**src/rtl/intv_pkg.sv**
```systemverilog
package intv_pkg;

    localparam int TYPE_W = 8;
    localparam int VLO_W  = TYPE_W + 2;

    localparam logic [TYPE_W-1:0] T_STEP = 8'd1;
    localparam logic [TYPE_W-1:0] T_NMI  = 8'd2;
    localparam logic [TYPE_W-1:0] T_OVF  = 8'd4;

    typedef enum logic [2:0] {
        ST_IDLE, ST_ACK, ST_PFL, ST_PCS, ST_PIP, ST_VOFF, ST_VSEG, ST_DONE
    } seq_st_e;

    typedef enum logic [1:0] {
        PS_FLAGS = 2'd0,
        PS_CS    = 2'd1,
        PS_IP    = 2'd2
    } push_sel_e;

    typedef enum logic [2:0] {
        SRC_NONE, SRC_SOFT, SRC_OVF, SRC_NMI, SRC_INTR, SRC_STEP
    } src_e;

    typedef struct packed {
        logic              valid;
        src_e              src;
        logic [TYPE_W-1:0] vtype;
        logic              need_ack;
    } pick_t;

    // Low part of a vector table address: type*4, plus 2 for the segment word
    function automatic logic [VLO_W-1:0] vec_lo(input logic [TYPE_W-1:0] t,
                                                input logic seg);
        return {t, seg, 1'b0};
    endfunction

endpackage

```
**src/rtl/intv_nmi_latch.sv**
```systemverilog
module intv_nmi_latch (
    input  logic clk,
    input  logic rst,
    input  logic nmi_i,
    input  logic take_i,
    output logic pend_o
);
    logic prev_q;

    always_ff @(posedge clk) begin
        if (rst) begin
            prev_q <= 1'b0;
            pend_o <= 1'b0;
        end else begin
            prev_q <= nmi_i;
            // a new edge wins over a clear in the same cycle
            pend_o <= (pend_o & ~take_i) | (nmi_i & ~prev_q);
        end
    end
endmodule

```
**src/rtl/intv_arbiter.sv**
```systemverilog
module intv_arbiter
    import intv_pkg::*;
(
    input  logic              soft_req_i,
    input  logic [TYPE_W-1:0] soft_type_i,
    input  logic              into_req_i,
    input  logic              of_i,
    input  logic              nmi_pend_i,
    input  logic              intr_i,
    input  logic              if_i,
    input  logic              tf_i,
    output pick_t             pick_o
);
    always_comb begin
        pick_o = '{valid: 1'b0, src: SRC_NONE, vtype: '0, need_ack: 1'b0};
        if (soft_req_i)
            pick_o = '{valid: 1'b1, src: SRC_SOFT, vtype: soft_type_i, need_ack: 1'b0};
        else if (into_req_i && of_i)
            pick_o = '{valid: 1'b1, src: SRC_OVF, vtype: T_OVF, need_ack: 1'b0};
        else if (nmi_pend_i)
            pick_o = '{valid: 1'b1, src: SRC_NMI, vtype: T_NMI, need_ack: 1'b0};
        else if (intr_i && if_i)
            pick_o = '{valid: 1'b1, src: SRC_INTR, vtype: '0, need_ack: 1'b1};
        else if (tf_i)
            pick_o = '{valid: 1'b1, src: SRC_STEP, vtype: T_STEP, need_ack: 1'b0};
    end
endmodule

```
**src/rtl/intv_seq.sv**
```systemverilog
module intv_seq
    import intv_pkg::*;
#(
    parameter int              ADDR_W     = 20,
    parameter logic [ADDR_W-1:0] RESET_ADDR = 20'hFFFF0
) (
    input  logic              clk,
    input  logic              rst,
    input  logic              boundary_i,
    input  pick_t             pick_i,
    input  logic              ack_valid_i,
    input  logic [TYPE_W-1:0] ack_type_i,
    output seq_st_e           st_o,
    output logic              take_nmi_o,
    output logic [TYPE_W-1:0] type_o,
    output logic [ADDR_W-1:0] addr_o
);
    localparam int PAD_W = ADDR_W - VLO_W;

    logic accept;
    assign accept     = (st_o == ST_IDLE) && boundary_i && pick_i.valid;
    assign take_nmi_o = accept && (pick_i.src == SRC_NMI);

    always_ff @(posedge clk) begin
        if (rst) begin
            st_o   <= ST_IDLE;
            type_o <= '0;
            addr_o <= RESET_ADDR;
        end else begin
            unique case (st_o)
                ST_IDLE: if (accept) begin
                    type_o <= pick_i.vtype;
                    st_o   <= pick_i.need_ack ? ST_ACK : ST_PFL;
                end
                ST_ACK: if (ack_valid_i) begin
                    type_o <= ack_type_i;
                    st_o   <= ST_PFL;
                end
                ST_PFL:  st_o <= ST_PCS;
                ST_PCS:  st_o <= ST_PIP;
                ST_PIP: begin
                    addr_o <= {{PAD_W{1'b0}}, vec_lo(type_o, 1'b0)};
                    st_o   <= ST_VOFF;
                end
                ST_VOFF: begin
                    addr_o <= {{PAD_W{1'b0}}, vec_lo(type_o, 1'b1)};
                    st_o   <= ST_VSEG;
                end
                ST_VSEG: st_o <= ST_DONE;
                ST_DONE: st_o <= ST_IDLE;
                default: st_o <= ST_IDLE;
            endcase
        end
    end
endmodule

```
**src/rtl/intv_ctrl.sv**
```systemverilog
module intv_ctrl
    import intv_pkg::*;
#(
    parameter int              ADDR_W     = 20,
    parameter logic [ADDR_W-1:0] RESET_ADDR = 20'hFFFF0
) (
    input  logic              clk,
    input  logic              rst,
    input  logic              boundary_i,
    input  logic              soft_req_i,
    input  logic [7:0]        soft_type_i,
    input  logic              into_req_i,
    input  logic              of_i,
    input  logic              nmi_i,
    input  logic              intr_i,
    input  logic              if_i,
    input  logic              tf_i,
    input  logic              ack_valid_i,
    input  logic [7:0]        ack_type_i,
    output logic              busy_o,
    output logic              inta_o,
    output logic              push_o,
    output logic [1:0]        push_sel_o,
    output logic              clr_if_o,
    output logic              clr_tf_o,
    output logic              vec_rd_o,
    output logic              vec_half_o,
    output logic [ADDR_W-1:0] vec_addr_o,
    output logic              done_o,
    output logic [7:0]        type_o
);
    logic    nmi_pend, take_nmi;
    pick_t   pick;
    seq_st_e st;

    intv_nmi_latch u_nmi (
        .clk(clk), .rst(rst), .nmi_i(nmi_i), .take_i(take_nmi), .pend_o(nmi_pend)
    );

    intv_arbiter u_arb (
        .soft_req_i(soft_req_i), .soft_type_i(soft_type_i),
        .into_req_i(into_req_i), .of_i(of_i), .nmi_pend_i(nmi_pend),
        .intr_i(intr_i), .if_i(if_i), .tf_i(tf_i), .pick_o(pick)
    );

    intv_seq #(.ADDR_W(ADDR_W), .RESET_ADDR(RESET_ADDR)) u_seq (
        .clk(clk), .rst(rst), .boundary_i(boundary_i), .pick_i(pick),
        .ack_valid_i(ack_valid_i), .ack_type_i(ack_type_i),
        .st_o(st), .take_nmi_o(take_nmi), .type_o(type_o), .addr_o(vec_addr_o)
    );

    always_comb begin
        busy_o     = (st != ST_IDLE);
        inta_o     = (st == ST_ACK);
        push_o     = (st == ST_PFL) || (st == ST_PCS) || (st == ST_PIP);
        push_sel_o = (st == ST_PCS) ? PS_CS : (st == ST_PIP) ? PS_IP : PS_FLAGS;
        clr_if_o   = (st == ST_PFL);
        clr_tf_o   = (st == ST_PFL);
        vec_rd_o   = (st == ST_VOFF) || (st == ST_VSEG);
        vec_half_o = (st == ST_VSEG);
        done_o     = (st == ST_DONE);
    end
endmodule

```
**config.mk**
```make
export PLATFORM = sky130hd
export DESIGN_NAME = intv_ctrl
export DESIGN_NICKNAME = d
export VERILOG_FILES = /design/src/rtl/intv_pkg.sv /design/src/rtl/intv_nmi_latch.sv /design/src/rtl/intv_arbiter.sv /design/src/rtl/intv_seq.sv /design/src/rtl/intv_ctrl.sv
export SDC_FILE = /design/constraint.sdc
export NUM_CORES = 1
export LEC_CHECK = 0
export ABC_CLOCK_PERIOD_IN_PS = 3800
export BUFFER_PORTS_ARGS = -buffer_cell sky130_fd_sc_hd__buf_2
export CAP_MARGIN = 10
export CELL_PAD_IN_SITES_DETAIL_PLACEMENT = 1
export CELL_PAD_IN_SITES_GLOBAL_PLACEMENT = 1
export CORE_MARGIN = 10
export CORE_UTILIZATION = 33
export DETAILED_ROUTE_END_ITERATION = 12
export PLACE_DENSITY = 0.88
export SYNTH_ARGS = -nofsm -noshare
export SYNTH_HDL_FRONTEND = slang
export SYNTH_SLANG_ARGS = --single-unit
```
**constraint.sdc**
```tcl
create_clock -name clk -period 3.8 [get_ports clk]
set_clock_uncertainty 0.15 [all_clocks]
set_input_delay 0.76 -clock clk [delete_from_list [all_inputs] [get_ports clk]]
set_output_delay 0.76 -clock clk [all_outputs]
set_load 0.02 [all_outputs]
```
==> impl_metrics.csv <==
group,metric,value,unit
logic_synthesis,synthSimpleGateAreaFrac,30.0,%
drt,final_antenna_net_count,0,
drt,vias_per_cell,4.94,
finish,post-route-util,42.0,%
logic_synthesis,async_reset_ff_share,0,%
logic_synthesis,syn-instance-count,158,
die,initial_core_util,34.4,%
global_route,antenna_found_initial,0,
logic_synthesis,synth_fa_ha_area_share,0,%
drt,routedWlPerCell,15.1,µm
sta,hold_viol,0,
logic_synthesis,synth_edf_count,0,
clock_network,cts_max_level,1,
finish,finalNonFillerCells,251,
outcome,status,"finished clean",
job,cap_violations,0,
drt,dr_wl_met2,1.67,mm
die,fp.dieW,82.0,µm
power,power_frac_comb,29.7,%
logic_synthesis,ys.flop_type,"dfxtp_1",
placement,place.gp.congestion,0.763,
clock_network,insertion_delay,0.26,ns
sta,max_freq,374,MHz
critical_path,worstPathCellList,"or3b_1 > clkinv_8 > buf_2",
finish,finalInstanceArea,1550,µm²
sta,max_slew.worst_pin.slew,0.577,ns
clock_network,cts-buffers-inserted,3,
die,fp.dieArea,6730,µm²
logic_synthesis,synth.avg_cell_area,8.04,µm²
power,ir_drop,0.189,mV
sta,slew_headroom,61.4,%
placement,dpl_cell_area,1500,µm²
drt,maxUsedRoutingLayer,"met4",
logic_synthesis,seq_area_frac_synth,36.3,%
power,pwr-share-clk,24.7,%
clock_network,post-cts-setup-buffer-count,0,
global_route,grtUsageTotal,11.1,%
global_route,grt_pass1_wl,6.01,mm
global_route,grt_max_degree,27,
power,p_per_area,399,nW/µm²
logic_synthesis,synth_cell_types,36,
sta,setup_viol,0,
placement,dp_cells,247,
sta,min_period_over_period,70.3,%
finish,nNetsFinal,231,
logic_synthesis,synthesis.area,1270,µm²
power,fin_total_pwr,617,µW
drt,wl,3.79,mm
drt,via_count,1239,
finish,drive_gt1_share,35.5,%
hold_path,hold_class,"flip-flop to flip-flop",
finish,area_delta_synth_final,21.9,%
logic_synthesis,yosys_warnings,0,
drt,first_pass_iters,4,
power,leakagePower,0.000713,µW
critical_path,crit_path_end_kind,"primary output",
logic_synthesis,synth_mux_area_share,0,%
sta,drv_slew,0,
critical_path,required,2.89,ns
clock_network,clk_path_buf_depth,2,
die,ios,65,
logic_synthesis,synth_top_family_by_area,"simple AND/OR/NAND/NOR gates",
placement,io_buffers,63,
power,swShare,35.2,%
critical_path,worst_ep_arrival_time,1.76,ns
critical_path,r2r_setup_slack,1.81,ns
die,core,3690,µm²
global_route,grt_pass1_vias,1256,
critical_path,critPathKind,"flip-flop to primary output",
clock_network,ctsHoldBuffers,0,
drt,wl_met3,515,µm
sta,finalSetupTns,0,ns
logic_synthesis,syn_nets,185,
clock_network,cts_root_buffer,"clkbuf_8",
drt,drc,0,
critical_path,worst-path-max-fanout,15,
logic_synthesis,ys_ff_latch,23,
power,p_seq_share,45.6,%
critical_path,critPathLaunchType,"flip-flop",
placement,hpwl,3.07,mm
sta,rsz0062_at_grt,"false",
clock_network,numClockSinks,23,
critical_path,max_stage_delay,0.61,ns
sta,fin_crit,2.67,ns
global_route,overflow,0,
die,dieHeight,82.0,µm
critical_path,slowest_stage,"or3b_1",
power,intPower,400,µW
drt,wl_met1,1.55,mm
finish,n_antenna_cell,0,
clock_network,cts_tree,"yes",
power,p_sw,217,µW
logic_synthesis,synth_xor_area_share,0.690,%
die,rows,22,
drt,drt-initial-drc-count,66,
clock_network,cts_resized,0,
logic_synthesis,synth_compound_area_share,20.1,%
clock_network,cts.clk_slew.worst_paths,0.08,ns
## Yosys cell counts (2+ instances only)
cell type / instances / area, µm²
nand2_1: 28 / 105
dfxtp_1: 23 / 460
a21oi_1: 13 / 65.1
nor2_1: 13 / 48.8
buf_4: 11 / 82.6
nand3_1: 10 / 50.1
nand3b_1: 6 / 45.0
a22o_1: 5 / 43.8
clkbuf_1: 5 / 18.8
nand2b_1: 5 / 31.3
buf_2: 4 / 20.0
nor2b_1: 4 / 25.0
nand4b_1: 3 / 26.3
a21boi_0: 2 / 15.0
a31oi_1: 2 / 12.5
buf_6: 2 / 22.5
o21ai_0: 2 / 10.0
o41ai_2: 2 / 32.5
## cell usage in the layout (no fill, tap or decap), types with 2 or more instances in the layout
| cell type | count |
|---|---|
| nand3_1 | 10 |
| a22o_1 | 5 |
| dfxtp_1 | 23 |
| buf_2 | 63 |
| a31oi_1 | 2 |
| clkbuf_8 | 3 |
| nand2b_1 | 5 |
| o21ai_0 | 2 |
| a21boi_0 | 2 |
| o41ai_2 | 2 |
| nand2_1 | 28 |
| nor2b_1 | 4 |
| nand3b_1 | 6 |
| nand4b_1 | 3 |
| a21oi_1 | 13 |
| nor2_1 | 13 |
## cell type report
class | count | area [µm²]
multi-input combinational | 112 | 649
tap | 48 | 60.1
fill | 495 | 2140
inverter | 1 | 16.3
timing repair buffer | 63 | 315
sequential | 23 | 460
clock buffer | 3 | 41.3
clock inverter | 1 | 5.00
## sequential cells by signal, indices dropped and copies added, names as in the netlist
name	flops
u_seq.addr_o	10
u_nmi.prev_q	1
u_nmi.pend_o	1
u_seq.st_o	3
u_seq.type_o	8
## power by group through the flow
stage | logic (µW) | registers, µW | clock network (µW)
3_3_place_gp | 182 | 286 | 0
2_1_floorplan | 131 | 292 | 0
6_report | 183 | 281 | 152
5_1_grt | 204 | 286 | 166
3_5_place_dp | 186 | 288 | 0
4_1_cts | 186 | 282 | 157
## routing by layer
| layer | vias to the layer above | GRT usage (%) |
|---|---|---|
| li1 | 625 | - |
| met1 | 563 | 13.4 |
| met2 | 47 | 17.3 |
| met3 | 4 | 5.79 |
| met4 | 0 | 2.21 |
| met5 | - | 0 |
## path summary, 6_finish.rpt
check,start,endpoint,depth (start not counted)
worst max register to register,u_seq.st_o[0]$_SDFFE_PP0P_,u_seq.type_o[1]$_SDFFE_PP0P_,4
worst max-delay path,u_seq.st_o[0]$_SDFFE_PP0P_,inta_o,3
worst min register to register,u_seq.addr_o[3]$_SDFFE_PP0P_,u_seq.addr_o[3]$_SDFFE_PP0P_,2
worst min-delay path,u_seq.addr_o[3]$_SDFFE_PP0P_,u_seq.addr_o[3]$_SDFFE_PP0P_,2
## metrics by stage
step	worst slack [ns]	hold slack (ns)
2_1_floorplan	1.60	0.340
3_3_place_gp	1.46	0.291
3_5_place_dp	1.42	0.302
4_1_cts	1.12	0.314
5_1_grt	1.01	0.342
6_report	1.13	0.312
## critical path: cells and delay by family, from the launching register on
kind,cells,cell delay (ns)
buffers and inverters,2,0.31
flip-flops,1,0.57
AND/OR/NAND/NOR,1,0.61
## cell families (layout without fill, tap and decap cells)
| kind of cell | Yosys count | after routing |
|---|---|---|
| buffers and inverters | 23 | 68 |
| AND/OR/NAND/NOR | 76 | 76 |
| flip-flops | 23 | 23 |
| XOR/XNOR | 1 | 1 |
| other | 1 | 1 |
| AO/OA/AOI/OAI | 34 | 34 |
(Power assumes the default switching activity.)
